**src/rtl/clksw_pkg.sv**
```systemverilog
package clksw_pkg;
  localparam int SEL_W = 3;
  localparam int N_SRC = 1 << SEL_W;
  typedef logic [SEL_W-1:0] src_t;
  localparam src_t SRC_FRC     = 3'd0;
  localparam src_t SRC_FRC_PLL = 3'd1;
  localparam src_t SRC_PRI     = 3'd2;
  localparam src_t SRC_PRI_PLL = 3'd3;
  localparam src_t SRC_RSVD    = 3'd4;

  function automatic logic uses_pll(src_t s);
    return (s == SRC_FRC_PLL) || (s == SRC_PRI_PLL);
  endfunction

  function automatic logic pll_hop(src_t cur, src_t tgt);
    return (cur == SRC_PRI_PLL && tgt == SRC_FRC_PLL) ||
           (cur == SRC_FRC_PLL && tgt == SRC_PRI_PLL);
  endfunction
endpackage

```
**src/rtl/clksw_unlock.sv**
```systemverilog
module clksw_unlock #(
  parameter int          DW    = 16,
  parameter logic [15:0] KEY_A = 16'hC3A5,
  parameter logic [15:0] KEY_B = 16'h3C5A
) (
  input  logic          clk,
  input  logic          rst,
  input  logic          we,
  input  logic          key_sel,
  input  logic [DW-1:0] wdata,
  output logic          ctl_wr_ok
);
  typedef enum logic [1:0] {K_IDLE, K_HALF, K_OPEN} kst_t;
  kst_t st;

  assign ctl_wr_ok = we && !key_sel && (st == K_OPEN);

  always_ff @(posedge clk) begin
    if (rst) begin
      st <= K_IDLE;
    end else if (we) begin
      case (st)
        K_IDLE:  st <= (key_sel && wdata == KEY_A) ? K_HALF : K_IDLE;
        K_HALF:  st <= (key_sel && wdata == KEY_B) ? K_OPEN : K_IDLE;
        default: st <= K_IDLE;
      endcase
    end
  end

  // an accepted write closes the gate
  a_r4_one_shot: assert property (@(posedge clk) disable iff (rst)
    ctl_wr_ok |=> !ctl_wr_ok);
endmodule

```
**src/rtl/clksw_seq.sv**
```systemverilog
module clksw_seq
  import clksw_pkg::*;
#(
  parameter int NS = N_SRC
) (
  input  logic          clk,
  input  logic          rst,
  input  logic          start,
  input  src_t          cur,
  input  src_t          req,
  input  logic          freeze,
  input  logic          sw_en,
  input  logic [NS-1:0] src_rdy,
  input  logic          pll_lock,
  output logic          commit,
  output logic          abort,
  output src_t          tgt
);
  typedef enum logic {S_IDLE, S_WAIT} sst_t;
  sst_t st;
  logic [NS-1:0] eff_rdy;
  logic          refuse;

  for (genvar i = 0; i < NS; i++) begin : g_rdy
    if (uses_pll(src_t'(i))) begin : g_pll
      assign eff_rdy[i] = src_rdy[i] & pll_lock;
    end else begin : g_plain
      assign eff_rdy[i] = src_rdy[i];
    end
  end

  assign refuse = !sw_en || freeze || (req == SRC_RSVD) || pll_hop(cur, req);
  assign abort  = (st == S_IDLE) && start && refuse;
  assign commit = (st == S_WAIT) && eff_rdy[tgt];

  always_ff @(posedge clk) begin
    if (rst) begin
      st  <= S_IDLE;
      tgt <= SRC_FRC;
    end else begin
      case (st)
        S_IDLE: if (start && !refuse) begin
          st  <= S_WAIT;
          tgt <= req;
        end
        default: if (eff_rdy[tgt]) st <= S_IDLE;
      endcase
    end
  end

  // a reserved request never enters the wait state
  a_r6_reserved_refused: assert property (@(posedge clk) disable iff (rst)
    (st == S_IDLE && start && req == SRC_RSVD) |=> st == S_IDLE);
endmodule

```
**src/rtl/clksw_ctrl.sv**
```systemverilog
module clksw_ctrl
  import clksw_pkg::*;
#(
  parameter int          DW    = 16,
  parameter logic [15:0] KEY_A = 16'hC3A5,
  parameter logic [15:0] KEY_B = 16'h3C5A
) (
  input  logic          clk,
  input  logic          rst,
  input  logic [2:0]    cfg_src,
  input  logic          cfg_swen,
  input  logic          cfg_fscm,
  input  logic          bus_we,
  input  logic          bus_key_sel,
  input  logic [DW-1:0] bus_wdata,
  input  logic [7:0]    src_rdy,
  input  logic          pll_lock,
  input  logic          clk_fail,
  output logic [DW-1:0] ctl_rdata,
  output logic [2:0]    mux_sel,
  output logic          io_lock
);
  localparam int B_COSC = 12;
  localparam int B_NOSC = 8;
  localparam int B_FRZ  = 7;
  localparam int B_IOL  = 6;
  localparam int B_LCK  = 5;
  localparam int B_CF   = 3;
  localparam int B_GO   = 0;

  src_t cosc, nosc, tgt;
  logic frz_bit, iol_bit, lck_bit, cf_bit, go_bit;
  logic ctl_wr_ok, commit, abort, seen_q;

  clksw_unlock #(.DW(DW), .KEY_A(KEY_A), .KEY_B(KEY_B)) unlock_i (
    .clk(clk), .rst(rst), .we(bus_we), .key_sel(bus_key_sel),
    .wdata(bus_wdata), .ctl_wr_ok(ctl_wr_ok));

  clksw_seq #(.NS(N_SRC)) seq_i (
    .clk(clk), .rst(rst), .start(go_bit), .cur(cosc), .req(nosc),
    .freeze(frz_bit && cfg_swen && !cfg_fscm), .sw_en(cfg_swen),
    .src_rdy(src_rdy), .pll_lock(pll_lock),
    .commit(commit), .abort(abort), .tgt(tgt));

  always_ff @(posedge clk) begin
    if (rst) begin
      cosc    <= cfg_src;
      nosc    <= cfg_src;
      frz_bit <= 1'b0;
      iol_bit <= 1'b0;
      lck_bit <= 1'b0;
      cf_bit  <= 1'b0;
      go_bit  <= 1'b0;
      seen_q  <= 1'b0;
    end else begin
      seen_q  <= 1'b1;
      lck_bit <= pll_lock;
      cf_bit  <= clk_fail | (cf_bit & ~(ctl_wr_ok & ~bus_wdata[B_CF]));
      if (ctl_wr_ok) begin
        nosc    <= bus_wdata[B_NOSC +: SEL_W];
        frz_bit <= bus_wdata[B_FRZ];
        iol_bit <= bus_wdata[B_IOL];
      end
      if (commit) cosc <= tgt;
      if (commit || abort)                  go_bit <= 1'b0;
      else if (ctl_wr_ok && bus_wdata[B_GO]) go_bit <= 1'b1;
    end
  end

  always_comb begin
    ctl_rdata = '0;
    ctl_rdata[B_COSC +: SEL_W] = cosc;
    ctl_rdata[B_NOSC +: SEL_W] = nosc;
    ctl_rdata[B_FRZ] = frz_bit;
    ctl_rdata[B_IOL] = iol_bit;
    ctl_rdata[B_LCK] = lck_bit;
    ctl_rdata[B_CF]  = cf_bit;
    ctl_rdata[B_GO]  = go_bit;
  end

  assign mux_sel = cosc;
  assign io_lock = iol_bit;

  // the target field moves only on a write let through by the key gate
  a_r3_nosc_guarded: assert property (@(posedge clk) disable iff (rst || !seen_q)
    (nosc != $past(nosc)) |-> $past(ctl_wr_ok));
  // no direct hop between the two PLL sources
  a_r7_no_pri_to_frc_pll: assert property (@(posedge clk) disable iff (rst || !seen_q)
    ($past(cosc) == SRC_PRI_PLL) |-> cosc != SRC_FRC_PLL);
  a_r7_no_frc_to_pri_pll: assert property (@(posedge clk) disable iff (rst || !seen_q)
    ($past(cosc) == SRC_FRC_PLL) |-> cosc != SRC_PRI_PLL);
  // a new source is committed only after it reported ready
  a_r5_ready_before_switch: assert property (@(posedge clk) disable iff (rst || !seen_q)
    (cosc != $past(cosc)) |-> $past(src_rdy[cosc]));
  // the fail flag drops only through an accepted write
  a_r11_cf_sticky: assert property (@(posedge clk) disable iff (rst || !seen_q)
    ($past(cf_bit) && !$past(ctl_wr_ok)) |-> cf_bit);
endmodule

```
**config.mk**
```make
export PLATFORM = sky130hd
export DESIGN_NAME = clksw_ctrl
export DESIGN_NICKNAME = d
export VERILOG_FILES = /design/src/rtl/clksw_pkg.sv /design/src/rtl/clksw_unlock.sv /design/src/rtl/clksw_seq.sv /design/src/rtl/clksw_ctrl.sv
export SDC_FILE = /design/constraint.sdc
export NUM_CORES = 1
export LEC_CHECK = 0
export BUFFER_PORTS_ARGS = -buffer_cell sky130_fd_sc_hd__clkbuf_2
export CORE_ASPECT_RATIO = 1.5
export CORE_MARGIN = 4
export CORE_UTILIZATION = 47
export DETAILED_ROUTE_END_ITERATION = 12
export PLACE_DENSITY = 0.83
export SETUP_SLACK_MARGIN = 0.4
export SKIP_CTS_REPAIR_TIMING = 1
export SYNTH_ARGS = -nofsm -noshare
export SYNTH_HDL_FRONTEND = slang
export SYNTH_SLANG_ARGS = --single-unit
```
**constraint.sdc**
```tcl
create_clock -name clk -period 3.97 [get_ports clk]
set_input_delay 0.5955 -clock clk [delete_from_list [all_inputs] [get_ports clk]]
set_output_delay 0.5955 -clock clk [all_outputs]
set_load 0.02 [all_outputs]
```
# Yosys cells after proc, flatten, opt, wreduce, memory -nomap -nowiden

Cells that the tools add are included.

Bits in registers: 17
Bits of input ports: 35

Bitwise logic cells: 8
Reduce and logical (&&, ||, !) cells: 27
Equality and inequality tests: 9
Mux-type cells: 12
Order comparisons: 1

Operators with widths:

| operator                                                                | number |
|---|---|
| 16-bit by 14-bit equality test with 1-bit output, second input constant | 1 |
| 16-bit equality test, second input constant                             | 1 |
| 1-bit logical AND                                                       | 13 |
| 3-bit 2-to-1 mux                                                        | 4 |
| 3-bit by 1-bit equality test with 1-bit output, second input constant   | 2 |
| 3-bit by 2-bit equality test with 1-bit output, second input constant   | 2 |
| 1-bit logical OR                                                        | 5 |
| 1-bit 2-to-1 mux                                                        | 5 |
| 1-bit bitwise AND                                                       | 4 |
| 1-bit zero test                                                         | 4 |
| 3-bit by 4-bit < comparator with 1-bit output, second input constant    | 1 |
| 2-bit case mux with 2 select lines                                      | 1 |
| 2-bit nonzero test                                                      | 2 |
| 1-bit binary-select mux with 3-bit select                               | 1 |
| 3-bit equality test, second input constant                              | 1 |
| 1-bit inverter                                                          | 3 |
| 2-bit by 1-bit equality test with 1-bit output, second input constant   | 1 |
| 2-bit equality test, second input constant                              | 1 |
| 2-bit zero test                                                         | 1 |
| 2-bit 2-to-1 mux                                                        | 1 |
| 2-bit AND reduction                                                     | 1 |
| 2-bit OR reduction                                                      | 1 |
| 1-bit OR                                                                | 1 |

# Logic depth before layout (Yosys ltp)

Depth in word-level cells: 9
Mapped depth: 5
Mapped depth without buffers: 4

# Cells and area by module

A second synthesis with hierarchy kept.

Cell total of the unflattened synthesis: 108
Area total of the unflattened synthesis: 1012.2 um^2

By module, submodules not included:

| module       | seq. area each (um^2) | times used | area an instance (um^2) | cells each |
|---|---|---|---|---|
| clksw_ctrl   | 280.3                 | 1          | 540.5                   | 55 |
| clksw_seq    | 80.1                  | 1          | 287.8                   | 34 |
| clksw_unlock | 40.0                  | 1          | 183.9                   | 19 |

# Worst setup path before layout

Ideal clock, no wire load.

Kind: input to register
Start point: input src_rdy[3]
End point: register cosc[0] (netlist: mux_sel[0]) (enable)
Library setup time: 339 ps
Data required time: 3631 ps
Setup slack: 2251 ps
Arrival time: 1380 ps
Cell stages on the path: 3
Buffers on the path: 0
Cells stage by stage: nand2_1 > mux4_2 > o21ai_1

Word-level cells in the longest chain between the ends: 5

Ends and longest elaborated chain:

| item                                      | line             | source |
|---|---|---|
| from (decl)                               | clksw_ctrl.sv:16 | `input logic [7:0] src_rdy,` |
| 1-bit bitwise AND                         | clksw_seq.sv:26  | `assign eff_rdy[i] = src_rdy[i] & pll_lock;` |
| 1-bit binary-select mux with 3-bit select | clksw_seq.sv:34  | `assign commit = (st == S_WAIT) && eff_rdy[tgt];` |
| 1-bit 2-to-1 mux (not written as such)    | clksw_seq.sv:34  |  |
| 1-bit logical AND                         | clksw_seq.sv:34  |  |
| 2-bit nonzero test (no source line)       | --               |  |
| to (signal assigned)                      | clksw_ctrl.sv:47 | `cosc <= cfg_src;` |
| to (signal assigned)                      | clksw_ctrl.sv:64 | `if (commit) cosc <= tgt;` |
| to (decl)                                 | clksw_ctrl.sv:31 | `src_t cosc, nosc, tgt;` |

Every way passes these cells. The select of a mux whose other input is x is not followed.
A chain may end at the register's enable or synchronous reset.

# Worst setup path after layout

Start point: register seq_i.tgt[1]
End point: register cosc[0] (netlist: mux_sel[0]) (enable)

Word-level cells in the longest chain between the ends: 4

Ends and longest elaborated chain:

| item                                      | line            | source |
|---|---|---|
| from (decl)                               | clksw_seq.sv:17 | `output src_t tgt` |
| from (signal assigned)                    | clksw_seq.sv:44 | `tgt <= req;` |
| 1-bit binary-select mux with 3-bit select | clksw_seq.sv:34 |  |
| 1-bit 2-to-1 mux (not written as such)    | clksw_seq.sv:34 |  |
| 1-bit logical AND                         | clksw_seq.sv:34 |  |
| 2-bit nonzero test (no source line)       | --              |  |

Every way passes these cells. The select of a mux whose other input is x is not followed.

==> metrics.cfg <==
[clock_network]
root_buffer=clkbuf_4
clkTransAtPathRegs_ns=0.10
clock_latency_ns=0.29
clock_path_buffers=2
cts.htree.levels=1
cts_made_buffers=3
numClockSinks=17
cts_tree=built

[place]
gp_congestion=0.850
post-dp-hpwl_um=1960
portBuffers=49
dpl_cell_area_sq_um=1200

[layout]
nets=189
n_fill_cell=204
drive_gt1_frac=0.373
fin_area_sq_um=1220
num_antenna_cells=0
multiInputGateArea_sq_um=492
syn_to_final_growth_pct=20.0
seqCellArea_sq_um=400

[sta]
max_freq_mhz=606
fin_tns_setup_ns=0
hold_violations=0
maxSlewViolCount=0
tightest_slew_ns=0.522
min_period_ns=1.65
fin_skew_ns=0.00164
rsz0062_at_grt=no
final.period_utilization=0.416
max_slew_margin=0.652
setup_violations=0

[worst_setup_path]
worstSetupStartpointType=register
crit_end=mux_sel[0]$_DFFE_PP_
reg2reg_from=seq_i.tgt[1]$_SDFFE_PP0P_
crit_path_cell_trace=mux4_2 > o21ai_1
critPathSlowestCell=mux4_2
cp_data_arrival_time_ns=1.62
startpoint=seq_i.tgt[1]$_SDFFE_PP0P_
cp_data_required_time_ns=3.94
reg2reg_slack_ns=2.32
crit_type=register to register
reg2reg_depth=2
critPathMaxStageDelay_ns=0.54
rr_endpoint=mux_sel[0]$_DFFE_PP_
cp-end-kind=register
cp_max_fo=4

[grt]
track_usage=0.176
grt_pass1_vias=963
grt_max_degree=22
overflow=0
antenna_found_initial=0
grt_pass1_wl_um=3910

[synth]
yosys_warnings=0
synthTopCellsByArea=dfxtp_1, edfxtp_1, buf_4
synth_seq_area_share=0.392
synth_cell_type_count=37
syn_inst=112
synth_top_area_frac=0.216
synth-edff-count=6
synth_seq_cells=17
syn_area_sq_um=1020
syn_area_per_cell_sq_um=9.12
async_flop_share=0
yosys.area.top_type=dfxtp_1
synthFlopType=dfxtp_1

[power_and_ir_drop]
p_sw_mw=0.0957
swShare=0.276
power_leakage_nw=0.534
p_seq_frac=0.552
ir_worst_vdd_mv=0.147
internal_power_mw=0.251
power_density_nw_per_um2=283
comb_power_share=0.176
clkPwrFrac=0.273

[routing]
firstDrtPassIters=4
vias=973
wl_per_cell_um=13.7
ant_nets=0
drc=0
wirelength_um=2400
vias_per_cell=5.56
drtIter0Drc=28

[job]
drv_cap=0

[floorplan]
fp-row-count=20
start_util=0.498
die_w_um=46.1
dieHeight_um=65.1
core-area_sq_um=2050
dieArea_sq_um=3000
io_pins=55

[status]
status=finished, final reports clean

[worst_hold_path]
hold_depth=2
hold_class=register to register

[registers in the layout, summed over array words and instances, names as in the netlist]
name         flops
mux_sel          3
nosc             3
seq_i.tgt        3
unlock_i.st      2
cf_bit           1
frz_bit          1
go_bit           1
io_lock          1
lck_bit          1
seq_i.st         1
[cell families after synthesis]
family	synth area share
other	0.00367
DFF	0.392
buffers and inverters	0.141
muxes	0.0539
AOI/OAI and AO/OA	0.143
xor gates and xnor gates	0.00858
and+or+nand+nor	0.257
[power by group through the flow]
| stage | Sequential, mW | Combinational, mW | Clock (mW) |
|---|---|---|---|
| final | 0.191 | 0.0610 | 0.0947 |
| after global placement | 0.195 | 0.0588 | 0 |
| after floorplan | 0.200 | 0.0335 | 0 |
| after CTS | 0.192 | 0.0610 | 0.0958 |
| after global routing | 0.192 | 0.0670 | 0.104 |
| after detailed placement | 0.196 | 0.0608 | 0 |
[layout make-up]
class / count / share of cell area
Clock buffer: 4 / 0.0215
Inverter: 9 / 0.0276
Multi-Input combinational cell: 74 / 0.401
Sequential cell: 17 / 0.327
Tap cell: 22 / 0.0225
Timing Repair Buffer: 49 / 0.200
[worst min-delay path by stage]
stage | from | to | slack (ns)
floorplan | unlock_i.st[1]$_SDFFE_PP0P_ | unlock_i.st[1]$_SDFFE_PP0P_ | 0.45
CTS | unlock_i.st[1]$_SDFFE_PP0P_ | unlock_i.st[1]$_SDFFE_PP0P_ | 0.49
global route | unlock_i.st[1]$_SDFFE_PP0P_ | unlock_i.st[1]$_SDFFE_PP0P_ | 0.52
detailed placement | unlock_i.st[1]$_SDFFE_PP0P_ | unlock_i.st[1]$_SDFFE_PP0P_ | 0.48
global placement | unlock_i.st[1]$_SDFFE_PP0P_ | unlock_i.st[1]$_SDFFE_PP0P_ | 0.46
finish | unlock_i.st[1]$_SDFFE_PP0P_ | unlock_i.st[1]$_SDFFE_PP0P_ | 0.49
[synth_stat cells, types with 4 or more instances]
library cell	instances
o21ai_0	6
nand2_1	7
a21oi_1	8
inv_1	9
buf_4	13
edfxtp_1	6
dfxtp_1	11
nor4b_1	4
nor2_1	5
nand2b_1	5
nand4_1	5
[placed cells by master (no fill, tap or decap), drive strengths merged, types with 6 or more instances in the layout]
cell type  count
a21oi          8
o21ai          7
inv            9
edfxtp         6
clkbuf        53
nand2          7
dfxtp         11
[critical path, delay by kind of cell, from the launching register on]
| kind | cells | cell delay (ns) |
|---|---|---|
| flip-flops | 1 | 0.44 |
| multiplexers | 1 | 0.54 |
| AO/OA/AOI/OAI | 1 | 0.35 |
[layer usage]
metal | GRT usage | up-vias | wire length (um)
met5 | 0 | - | 0
met4 | 0.0961 | 0 | 57
met3 | 0.0361 | 4 | 177
met2 | 0.298 | 38 | 1270
met1 | 0.194 | 462 | 896
li1 | - | 469 | -
[metrics by stage]
step	std cells	hold slack (ns)	total power [mW]	utilization	worst slack [ns]
2_1_floorplan	116	0.448	0.234	-	2.25
3_3_place_gp	171	0.460	0.254	0.584	2.11
3_5_place_dp	171	0.480	0.256	0.584	2.08
4_1_cts	175	0.494	0.348	0.597	2.32
5_1_grt	175	0.524	0.364	0.597	2.18
6_report	175	0.491	0.347	0.597	2.32
Note: power is estimated with default switching activity, not from simulation.
